## config.mk

```make
export PLATFORM = sky130hd
export DESIGN_NAME = flash_cfg_bank
export DESIGN_NICKNAME = d
export VERILOG_FILES = /design/src/rtl/fcb_pkg.sv /design/src/rtl/fcb_shadow_store.sv /design/src/rtl/fcb_addr_decode.sv /design/src/rtl/fcb_live_regs.sv /design/src/rtl/flash_cfg_bank.sv
export SDC_FILE = /design/constraint.sdc
export NUM_CORES = 1
export LEC_CHECK = 0
export CORE_MARGIN = 4
export CORE_UTILIZATION = 50
export CTS_CLUSTER_DIAMETER = 30
export DETAILED_ROUTE_END_ITERATION = 6
export PLACE_DENSITY = 0.85
export SYNTH_ARGS = -nofsm -noshare
export SYNTH_HDL_FRONTEND = slang
export SYNTH_SLANG_ARGS = --single-unit
```

## constraint.sdc

```tcl
create_clock -name clk -period 2.8 [get_ports clk]
set_clock_uncertainty 0.05 [all_clocks]
set_input_delay 0.28 -clock clk [delete_from_list [all_inputs] [get_ports clk]]
set_output_delay 0.28 -clock clk [all_outputs]
set_load 0.005 [all_outputs]
```

## src/rtl/fcb_pkg.sv

```systemverilog
package fcb_pkg;
  localparam int WORD_W    = 16;
  localparam int OFF_W     = 4;
  localparam int SHD_WORDS = 1 << OFF_W;
  localparam int BLK_LSB   = OFF_W + 1;
  localparam int VEC_WORDS = 4;
  localparam int TST_W     = 4;
  localparam int CTL_W     = 4;

  localparam logic [OFF_W-1:0] OFF_CFG = 4'd0;
  localparam logic [OFF_W-1:0] OFF_TST = 4'd1;
  localparam logic [OFF_W-1:0] OFF_BHI = 4'd2;
  localparam logic [OFF_W-1:0] OFF_BLO = 4'd3;
  localparam logic [OFF_W-1:0] OFF_CTL = 4'd4;
  localparam logic [OFF_W-1:0] OFF_VEC = 4'd8;

  localparam int P_STOP = 15;
  localparam int P_FRZ  = 14;
  localparam int P_BOOT = 12;
  localparam int P_LOCK = 11;
  localparam int P_SPC  = 8;

  typedef logic [WORD_W-1:0] word_t;

  typedef struct packed {
    logic       stop;
    logic       frz;
    logic       boot;
    logic       lock;
    logic [1:0] spc;
  } cfg_t;

  function automatic cfg_t cfg_from_word(word_t w);
    cfg_t c;
    c.stop = w[P_STOP];
    c.frz  = w[P_FRZ];
    c.boot = w[P_BOOT];
    c.lock = w[P_LOCK];
    c.spc  = w[P_SPC +: 2];
    return c;
  endfunction

  function automatic word_t cfg_to_word(cfg_t c);
    word_t w;
    w = '0;
    w[P_STOP]     = c.stop;
    w[P_FRZ]      = c.frz;
    w[P_BOOT]     = c.boot;
    w[P_LOCK]     = c.lock;
    w[P_SPC +: 2] = c.spc;
    return w;
  endfunction

  function automatic logic is_vec_off(logic [OFF_W-1:0] o);
    return (o >= OFF_VEC) && (o < OFF_VEC + 4'(VEC_WORDS));
  endfunction
endpackage

```

## src/rtl/fcb_shadow_store.sv

```systemverilog
module fcb_shadow_store
  import fcb_pkg::*;
#(
  parameter word_t ERASED = 16'hFFFF
) (
  input  logic                              clk,
  input  logic                              rst_n,
  input  logic                              prog,
  input  logic                              erase,
  input  logic [OFF_W-1:0]                  idx,
  input  word_t                             wdata,
  output logic [SHD_WORDS-1:0][WORD_W-1:0]  words
);
  // Non-volatile model: no reset, changed only by program or erase.
  always_ff @(posedge clk) begin
    if (erase)
      words <= {SHD_WORDS{ERASED}};
    else if (prog)
      words[idx] <= wdata;
  end

  // nothing but the shadow port alters the shadow file
  assert_shadow_hold_R5: assert property (@(posedge clk) disable iff (!rst_n)
    !(prog || erase) |=> $stable(words));
endmodule

```

## src/rtl/fcb_addr_decode.sv

```systemverilog
module fcb_addr_decode
  import fcb_pkg::*;
#(
  parameter int             AW          = 24,
  parameter logic [AW-1:0]  CTRL_BASE   = 24'hFFF7A0,
  parameter int             ARRAY_BYTES = 16384
) (
  input  logic              clk,
  input  logic              rst_n,
  input  logic [AW-1:0]     bus_addr,
  input  logic              bus_rd,
  input  logic              bus_wr,
  input  logic [AW-1:0]     shd_addr,
  input  logic [AW-1:0]     array_base,
  input  logic              stop,
  output logic              reg_acc,
  output logic              reg_wr,
  output logic [OFF_W-1:0]  reg_off,
  output logic              shd_hit,
  output logic [OFF_W-1:0]  shd_off,
  output logic              array_sel
);
  localparam logic [AW:0] SPAN = (AW+1)'(ARRAY_BYTES);

  function automatic logic in_ctrl(logic [AW-1:0] a);
    return a[AW-1:BLK_LSB] == CTRL_BASE[AW-1:BLK_LSB];
  endfunction

  function automatic logic in_array(logic [AW-1:0] a, logic [AW-1:0] b);
    logic [AW:0] lo, hi, ext;
    lo  = {1'b0, b};
    hi  = lo + SPAN;
    ext = {1'b0, a};
    return (ext >= lo) && (ext < hi);
  endfunction

  logic bus_act, ctrl_hit, win_hit;
  logic addr_unused;

  assign bus_act   = bus_rd | bus_wr;
  assign ctrl_hit  = in_ctrl(bus_addr);
  assign win_hit   = in_array(bus_addr, array_base);
  assign reg_acc   = bus_act & ctrl_hit;
  assign reg_wr    = bus_wr & ctrl_hit;
  assign reg_off   = bus_addr[OFF_W:1];
  assign shd_hit   = in_ctrl(shd_addr);
  assign shd_off   = shd_addr[OFF_W:1];
  assign array_sel = bus_act & win_hit & ~stop & ~ctrl_hit;
  assign addr_unused = bus_addr[0] ^ shd_addr[0];

  // a stopped module never selects the array (stop comes from the live regs)
  assert_sel_stopped_R9: assert property (@(posedge clk) disable iff (!rst_n)
    stop |-> !array_sel);
endmodule

```

## src/rtl/fcb_live_regs.sv

```systemverilog
module fcb_live_regs
  import fcb_pkg::*;
#(
  parameter int AW    = 24,
  parameter int ALIGN = 11
) (
  input  logic                              clk,
  input  logic                              rst_n,
  input  logic                              strap_stop_n,
  input  logic [SHD_WORDS-1:0][WORD_W-1:0]  shd,
  input  logic                              reg_acc,
  input  logic                              reg_wr,
  input  logic [OFF_W-1:0]                  reg_off,
  input  word_t                             wdata,
  output word_t                             rdata,
  output logic                              ready,
  output logic [AW-1:0]                     array_base,
  output word_t                             cfg_word,
  output logic                              stop
);
  localparam int HI_W = AW - 16;
  localparam int LO_W = 16 - ALIGN;

  cfg_t                                cfg_q, cfg_rst;
  logic [TST_W-1:0]                    tst_q;
  logic [HI_W-1:0]                     bhi_q;
  logic [LO_W-1:0]                     blo_q;
  logic [CTL_W-1:0]                    ctl_q;
  logic [VEC_WORDS-1:0][WORD_W-1:0]    vec_q;
  word_t                               rd_word;
  logic                                wr_cfg_try, wr_tst_try, wr_bhi_try, wr_blo_try, wr_ctl_try;
  logic                                cfg_open, aux_open;
  logic                                bits_unused;

  assign wr_cfg_try = reg_wr & (reg_off == OFF_CFG);
  assign wr_tst_try = reg_wr & (reg_off == OFF_TST);
  assign wr_bhi_try = reg_wr & (reg_off == OFF_BHI);
  assign wr_blo_try = reg_wr & (reg_off == OFF_BLO);
  assign wr_ctl_try = reg_wr & (reg_off == OFF_CTL);
  assign cfg_open   = ~cfg_q.lock;
  assign aux_open   = ~cfg_q.lock | cfg_q.stop;

  always_comb begin
    cfg_rst      = cfg_from_word(shd[OFF_CFG]);
    cfg_rst.stop = shd[OFF_CFG][P_STOP] | ~strap_stop_n;
  end

  always_ff @(posedge clk) begin
    if (!rst_n) begin
      cfg_q <= cfg_rst;
      tst_q <= '0;
      bhi_q <= shd[OFF_BHI][HI_W-1:0];
      blo_q <= shd[OFF_BLO][WORD_W-1:ALIGN];
      ctl_q <= '0;
      for (int i = 0; i < VEC_WORDS; i++)
        vec_q[i] <= shd[int'(OFF_VEC) + i];
    end else begin
      if (wr_cfg_try && cfg_open) cfg_q <= cfg_from_word(wdata);
      if (wr_tst_try && aux_open) tst_q <= wdata[TST_W-1:0];
      if (wr_bhi_try && aux_open) bhi_q <= wdata[HI_W-1:0];
      if (wr_blo_try && aux_open) blo_q <= wdata[WORD_W-1:ALIGN];
      if (wr_ctl_try)             ctl_q <= wdata[CTL_W-1:0];
    end
  end

  always_comb begin
    rd_word = '0;
    case (reg_off)
      OFF_CFG: rd_word = cfg_to_word(cfg_q);
      OFF_TST: rd_word[TST_W-1:0] = tst_q;
      OFF_BHI: rd_word[HI_W-1:0] = bhi_q;
      OFF_BLO: rd_word[WORD_W-1:ALIGN] = blo_q;
      OFF_CTL: rd_word[CTL_W-1:0] = ctl_q;
      default: if (is_vec_off(reg_off)) rd_word = vec_q[reg_off[1:0]];
    endcase
  end

  assign rdata       = reg_acc ? rd_word : '0;
  assign ready       = reg_acc;
  assign array_base  = {bhi_q, blo_q, {ALIGN{1'b0}}};
  assign cfg_word    = cfg_to_word(cfg_q);
  assign stop        = cfg_q.stop;
  assign bits_unused = ^{wdata, shd};

  // a write attempt against a locked configuration word changes nothing
  assert_cfg_locked_R6: assert property (@(posedge clk) disable iff (!rst_n)
    (wr_cfg_try && cfg_q.lock) |=> $stable(cfg_q));

  // base words hold while locked and running
  assert_base_locked_R7: assert property (@(posedge clk) disable iff (!rst_n)
    ((wr_bhi_try || wr_blo_try) && cfg_q.lock && !cfg_q.stop) |=> $stable(array_base));
endmodule

```

## src/rtl/flash_cfg_bank.sv

```systemverilog
module flash_cfg_bank
  import fcb_pkg::*;
#(
  parameter int             AW          = 24,
  parameter logic [AW-1:0]  CTRL_BASE   = 24'hFFF7A0,
  parameter int             ARRAY_BYTES = 16384,
  parameter int             ALIGN       = 11,
  parameter logic [15:0]    ERASED      = 16'hFFFF
) (
  input  logic           clk,
  input  logic           rst_n,
  input  logic           strap_stop_n,
  input  logic [AW-1:0]  bus_addr,
  input  logic [15:0]    bus_wdata,
  input  logic           bus_rd,
  input  logic           bus_wr,
  output logic [15:0]    bus_rdata,
  output logic           bus_ready,
  input  logic           shd_prog,
  input  logic           shd_erase,
  input  logic [AW-1:0]  shd_addr,
  input  logic [15:0]    shd_wdata,
  output logic           array_sel
);
  logic [SHD_WORDS-1:0][WORD_W-1:0] shd_words;
  logic                             reg_acc, reg_wr, shd_hit, stop;
  logic [OFF_W-1:0]                 reg_off, shd_off;
  logic [AW-1:0]                    array_base;
  word_t                            cfg_word;

  fcb_shadow_store #(.ERASED(ERASED)) u_shadow (
    .clk   (clk),
    .rst_n (rst_n),
    .prog  (shd_prog & shd_hit),
    .erase (shd_erase),
    .idx   (shd_off),
    .wdata (shd_wdata),
    .words (shd_words)
  );

  fcb_addr_decode #(.AW(AW), .CTRL_BASE(CTRL_BASE), .ARRAY_BYTES(ARRAY_BYTES)) u_dec (
    .clk        (clk),
    .rst_n      (rst_n),
    .bus_addr   (bus_addr),
    .bus_rd     (bus_rd),
    .bus_wr     (bus_wr),
    .shd_addr   (shd_addr),
    .array_base (array_base),
    .stop       (stop),
    .reg_acc    (reg_acc),
    .reg_wr     (reg_wr),
    .reg_off    (reg_off),
    .shd_hit    (shd_hit),
    .shd_off    (shd_off),
    .array_sel  (array_sel)
  );

  fcb_live_regs #(.AW(AW), .ALIGN(ALIGN)) u_regs (
    .clk          (clk),
    .rst_n        (rst_n),
    .strap_stop_n (strap_stop_n),
    .shd          (shd_words),
    .reg_acc      (reg_acc),
    .reg_wr       (reg_wr),
    .reg_off      (reg_off),
    .wdata        (bus_wdata),
    .rdata        (bus_rdata),
    .ready        (bus_ready),
    .array_base   (array_base),
    .cfg_word     (cfg_word),
    .stop         (stop)
  );

  // register window and array window never answer the same access
  assert_no_dual_R10: assert property (@(posedge clk) disable iff (!rst_n)
    !(bus_ready && array_sel));

  // shadow programming leaves live configuration and base untouched
  assert_prog_isolated_R3: assert property (@(posedge clk) disable iff (!rst_n)
    (shd_prog && !bus_wr) |=> ($stable(cfg_word) && $stable(array_base)));
endmodule

```

==> metrics.md <==
| Metric | Value |
|---|---|
| Status | finished, violations left |
| Failing checks | negative setup slack |
| Largest area contributor in the netlist | edfxtp_1 |
| Tcrit/Tclk final | 1.08 |
| Antenna diodes | 0 |
| Cell Area, Synth | 0.00774 mm^2 |
| Slew HR | 0.551 |
| Worst-Margin Slew | about 0.67 ns |
| Peak supply drop | approximately 0.00053 V |
| Syn-to-layout area delta | 28.6% |
| Post-Synthesis Net Count | between 700 and 800 |
| Clk slew on worst S/H paths | approximately 0.060 ns |
| Netlist cell types | 54 |
| Root buffer cell | clkbuf_16 |
| Post-synthesis cell count | between 600 and 700 |
| Avg Cell Area, Syn | roughly 12 um^2 |
| Grt ovf | 0 |
| Count leader, synth | nor2_1 |
| Number of antenna violations at the first check in global routing | 0 |
| TritonCTS clock tree | yes |
| DRC Markers | 0 |
| IO Port Bufs | ~100 |
| Startpoint types | flop |
| Critical Path Fanout Max | 2 |
| Final hold vios | 0 |
| Core Box Area | 0.0152 mm^2 |
| Top post-synthesis cells by area | edfxtp_1 (32%), dfxtp_1 (24%), mux2i_1 (11%) |
| Reg2reg setup slack | ~1.2 ns |
| Seq cells post-synth | approximately 170 |
| Largest net degree at the start of global routing | 70 |
| Synth top cells by count | nor2_1 (124), dfxtp_1 (91), edfxtp_1 (83), mux2i_1 (83), inv_1 (30) |
| Filler Cell Count | ~1100 |
| Worst Path Arrival | between 2 and 3 ns |
| Hold path cells | 3 |
| FMAX | about 0.33 GHz |
| First-pass GRT wire length | 30000 um |
| Gr usage total | 0.216 |
| Via count | just under 6000 |
| Nets | between 900 and 1000 |
| Final hold slack | 0.326 ns |
| Vias per inst | 5.79 |
| Routed WL per cell | between 15 and 20 um |
| Max Buffers Root-to-Sink | 2 |
| DP HPWL | between 10000 and 15000 um |
| I/O pins | between 100 and 150 |
| Clock Latency Late Sink | about 0.42 ns |
| Layout cell share with drive strength beyond 1 | 0.161 |
| CTS Hold Bufs | 0 |
| RSZ-0062 raised after global routing | true |
| PD cells | between 500 and 600 mW/mm^2 |
| Ys async rst share | 0 |
| Reg2reg end | u_regs.blo_q[2] |
| Synth top area share | 0.322 |
| Die H | around 130 um |
| Final Max Slew Viols | 0 |
| Starting DRT DRC Count | around 490 |
| Sink Count | ~170 |
| Initial Util | 0.509 |
| Routability cong. | 0.897 |
| Endpoint, Worst Hold | u_shadow.words[138] |
| Final setup fails | 1 |
| Main synth FF type | dfxtp_1 |
| Routed Antenna Nets | 0 |
| Die area | around 0.018 mm^2 |
| Kind of critical path | flop to primary output |
| Pleak | roughly 4.2 nW |
| Hold Crit Class | primary input to flop |
| Tot Pwr | 0.00552 W |
| Final min period | 3.02 ns |
| Chip width | ~130 um |
| Hold Crit Start | shd_erase |
| Total Wirelength | around 19000 um |
| R2R depth | 4 |
| Yosys warning total | 0 |
| Num CTS Buffers | 17 |
| Worst r2r src | u_regs.cfg_word[11] |
| Count of flip-flops with a built-in enable after synthesis | 83 |
| Reported max-cap violation count | 0 |
| Vias in the first global route | approximately 5800 |
| CP required | 2.47 ns |
| First-pass DRT Iterations | 7 |
| Fin worst setup slack | -0.225 ns |
| Seq/Total Area, Yosys | 0.558 |
| Crit path capture type | primary output |
| # rows | 45 |
| H-tree depth | 4 |
## cells in the final DEF, fill, tap and decap left out, types with 8 or more instances in the layout
cell type	count
a21oi_1	16
buf_4	38
clkbuf_16	17
clkdlybuf4s50_1	90
dfxtp_1	91
dlymetal6s2s_1	9
edfxtp_1	83
ha_1	23
inv_1	29
mux2_2	8
mux2i_1	83
mux4_2	16
nand2_1	23
nand3_1	11
nor2_1	117
nor3_1	10
o21ai_0	22
## where the power goes
group	internal, W	leakage, nW	switching (W)
registers	0.00268	1.34	0.0000109
clock network	0.00140	0.276	0.000946
logic	0.000243	2.59	0.000241
## flip-flops by register name (all words and copies together), names as in the netlist
signal / flops
u_regs.cfg_word: 5
u_shadow.words: 83
u_regs.ctl_q: 4
u_regs.bhi_q: 8
u_regs.vec_q: 64
u_regs.stop: 1
u_regs.tst_q: 4
u_regs.blo_q: 5
## layer usage
metal | GRT usage | wire length, um | part of all wire | vias up
li1 | - | - | - | 2665
met1 | 0.279 | 8150 | 0.42 | 2792
met2 | 0.355 | 9400 | 0.49 | 254
met3 | 0.0450 | 1170 | 0.060 | 61
met4 | 0.0883 | 637 | 0.033 | 0
met5 | 0 | 0 | 0 | -
## worst max-delay path, cell delays in order, from the launching register on
cell and delay [ns]:
edfxtp_1 0.36, ha_2 0.22, nand2_4 0.07, nor2_4 0.11, nand3_2 0.10, xnor2_2 0.15, ha_1 0.31, a21o_1 0.18
a21oi_2 0.13, o211ai_1 0.10, a211o_1 0.26, a211oi_2 0.15, buf_2 0.14
## repair_timing
item | 4_1_cts | 5_1_grt
setup buffers | 0 | 1
cloned | 0 | 1
gates resized for setup | 16 | 27
setup endpoints to repair | 10 | 13
endpoints found under the hold margin | 0 | 0
pin swaps | 6 | 7
## worst max-delay path by stage
stage / from / endpoint / depth (start not counted) / slack [ns]
6_report: u_regs.blo_q[4] / array_sel / 12 / -0.22
5_1_grt: u_regs.blo_q[4] / array_sel / 12 / -0.33
4_1_cts: u_regs.blo_q[4] / array_sel / 12 / -0.17
3_5_place_dp: u_regs.blo_q[4] / array_sel / 12 / -0.29
3_3_place_gp: u_regs.blo_q[3] / array_sel / 12 / -0.22
2_1_floorplan: u_regs.blo_q[3] / array_sel / 11 / 0.26
## cells by family (layout without fill, tap and decap cells)
| group | after synthesis | in the layout | synth area share |
|---|---|---|---|
| multiplexers | 107 | 107 | 0.166 |
| flip-flops | 174 | 174 | 0.558 |
| XOR/XNOR | 8 | 8 | 0.00906 |
| AO/OA/AOI/OAI | 73 | 73 | 0.0603 |
| buffers and inverters | 68 | 209 | 0.0366 |
| AND/OR/NAND/NOR | 214 | 214 | 0.132 |
| adder cells (fa/ha/maj) | 24 | 24 | 0.0388 |
## area by class of cell
type,instances,area [um^2],share of cell area
Multi-Input combinational cell,426,3230,0.325
Tap cell,188,235,0.0236
Sequential cell,174,4310,0.434
Timing Repair Buffer,147,1460,0.146
Inverter,30,113,0.0113
Clock inverter,14,166,0.0167
Clock buffer,18,429,0.0431
## stage by stage
| stage | setup WS [ns] | setup TNS [ns] | util | std cells | cell area (um^2) |
|---|---|---|---|---|---|
| after floorplan | 0.263 | 0 | - | 668 | 7740 |
| after global placement | -0.220 | -0.465 | 0.606 | 963 | 9220 |
| after detailed placement | -0.286 | -0.608 | 0.606 | 963 | 9220 |
| after CTS | -0.173 | -0.173 | 0.648 | 995 | 9850 |
| after global routing | -0.327 | -0.769 | 0.654 | 997 | 9950 |
| final | -0.225 | -0.225 | 0.654 | 997 | 9950 |
No activity file was read; power rests on OpenSTA's default activity.
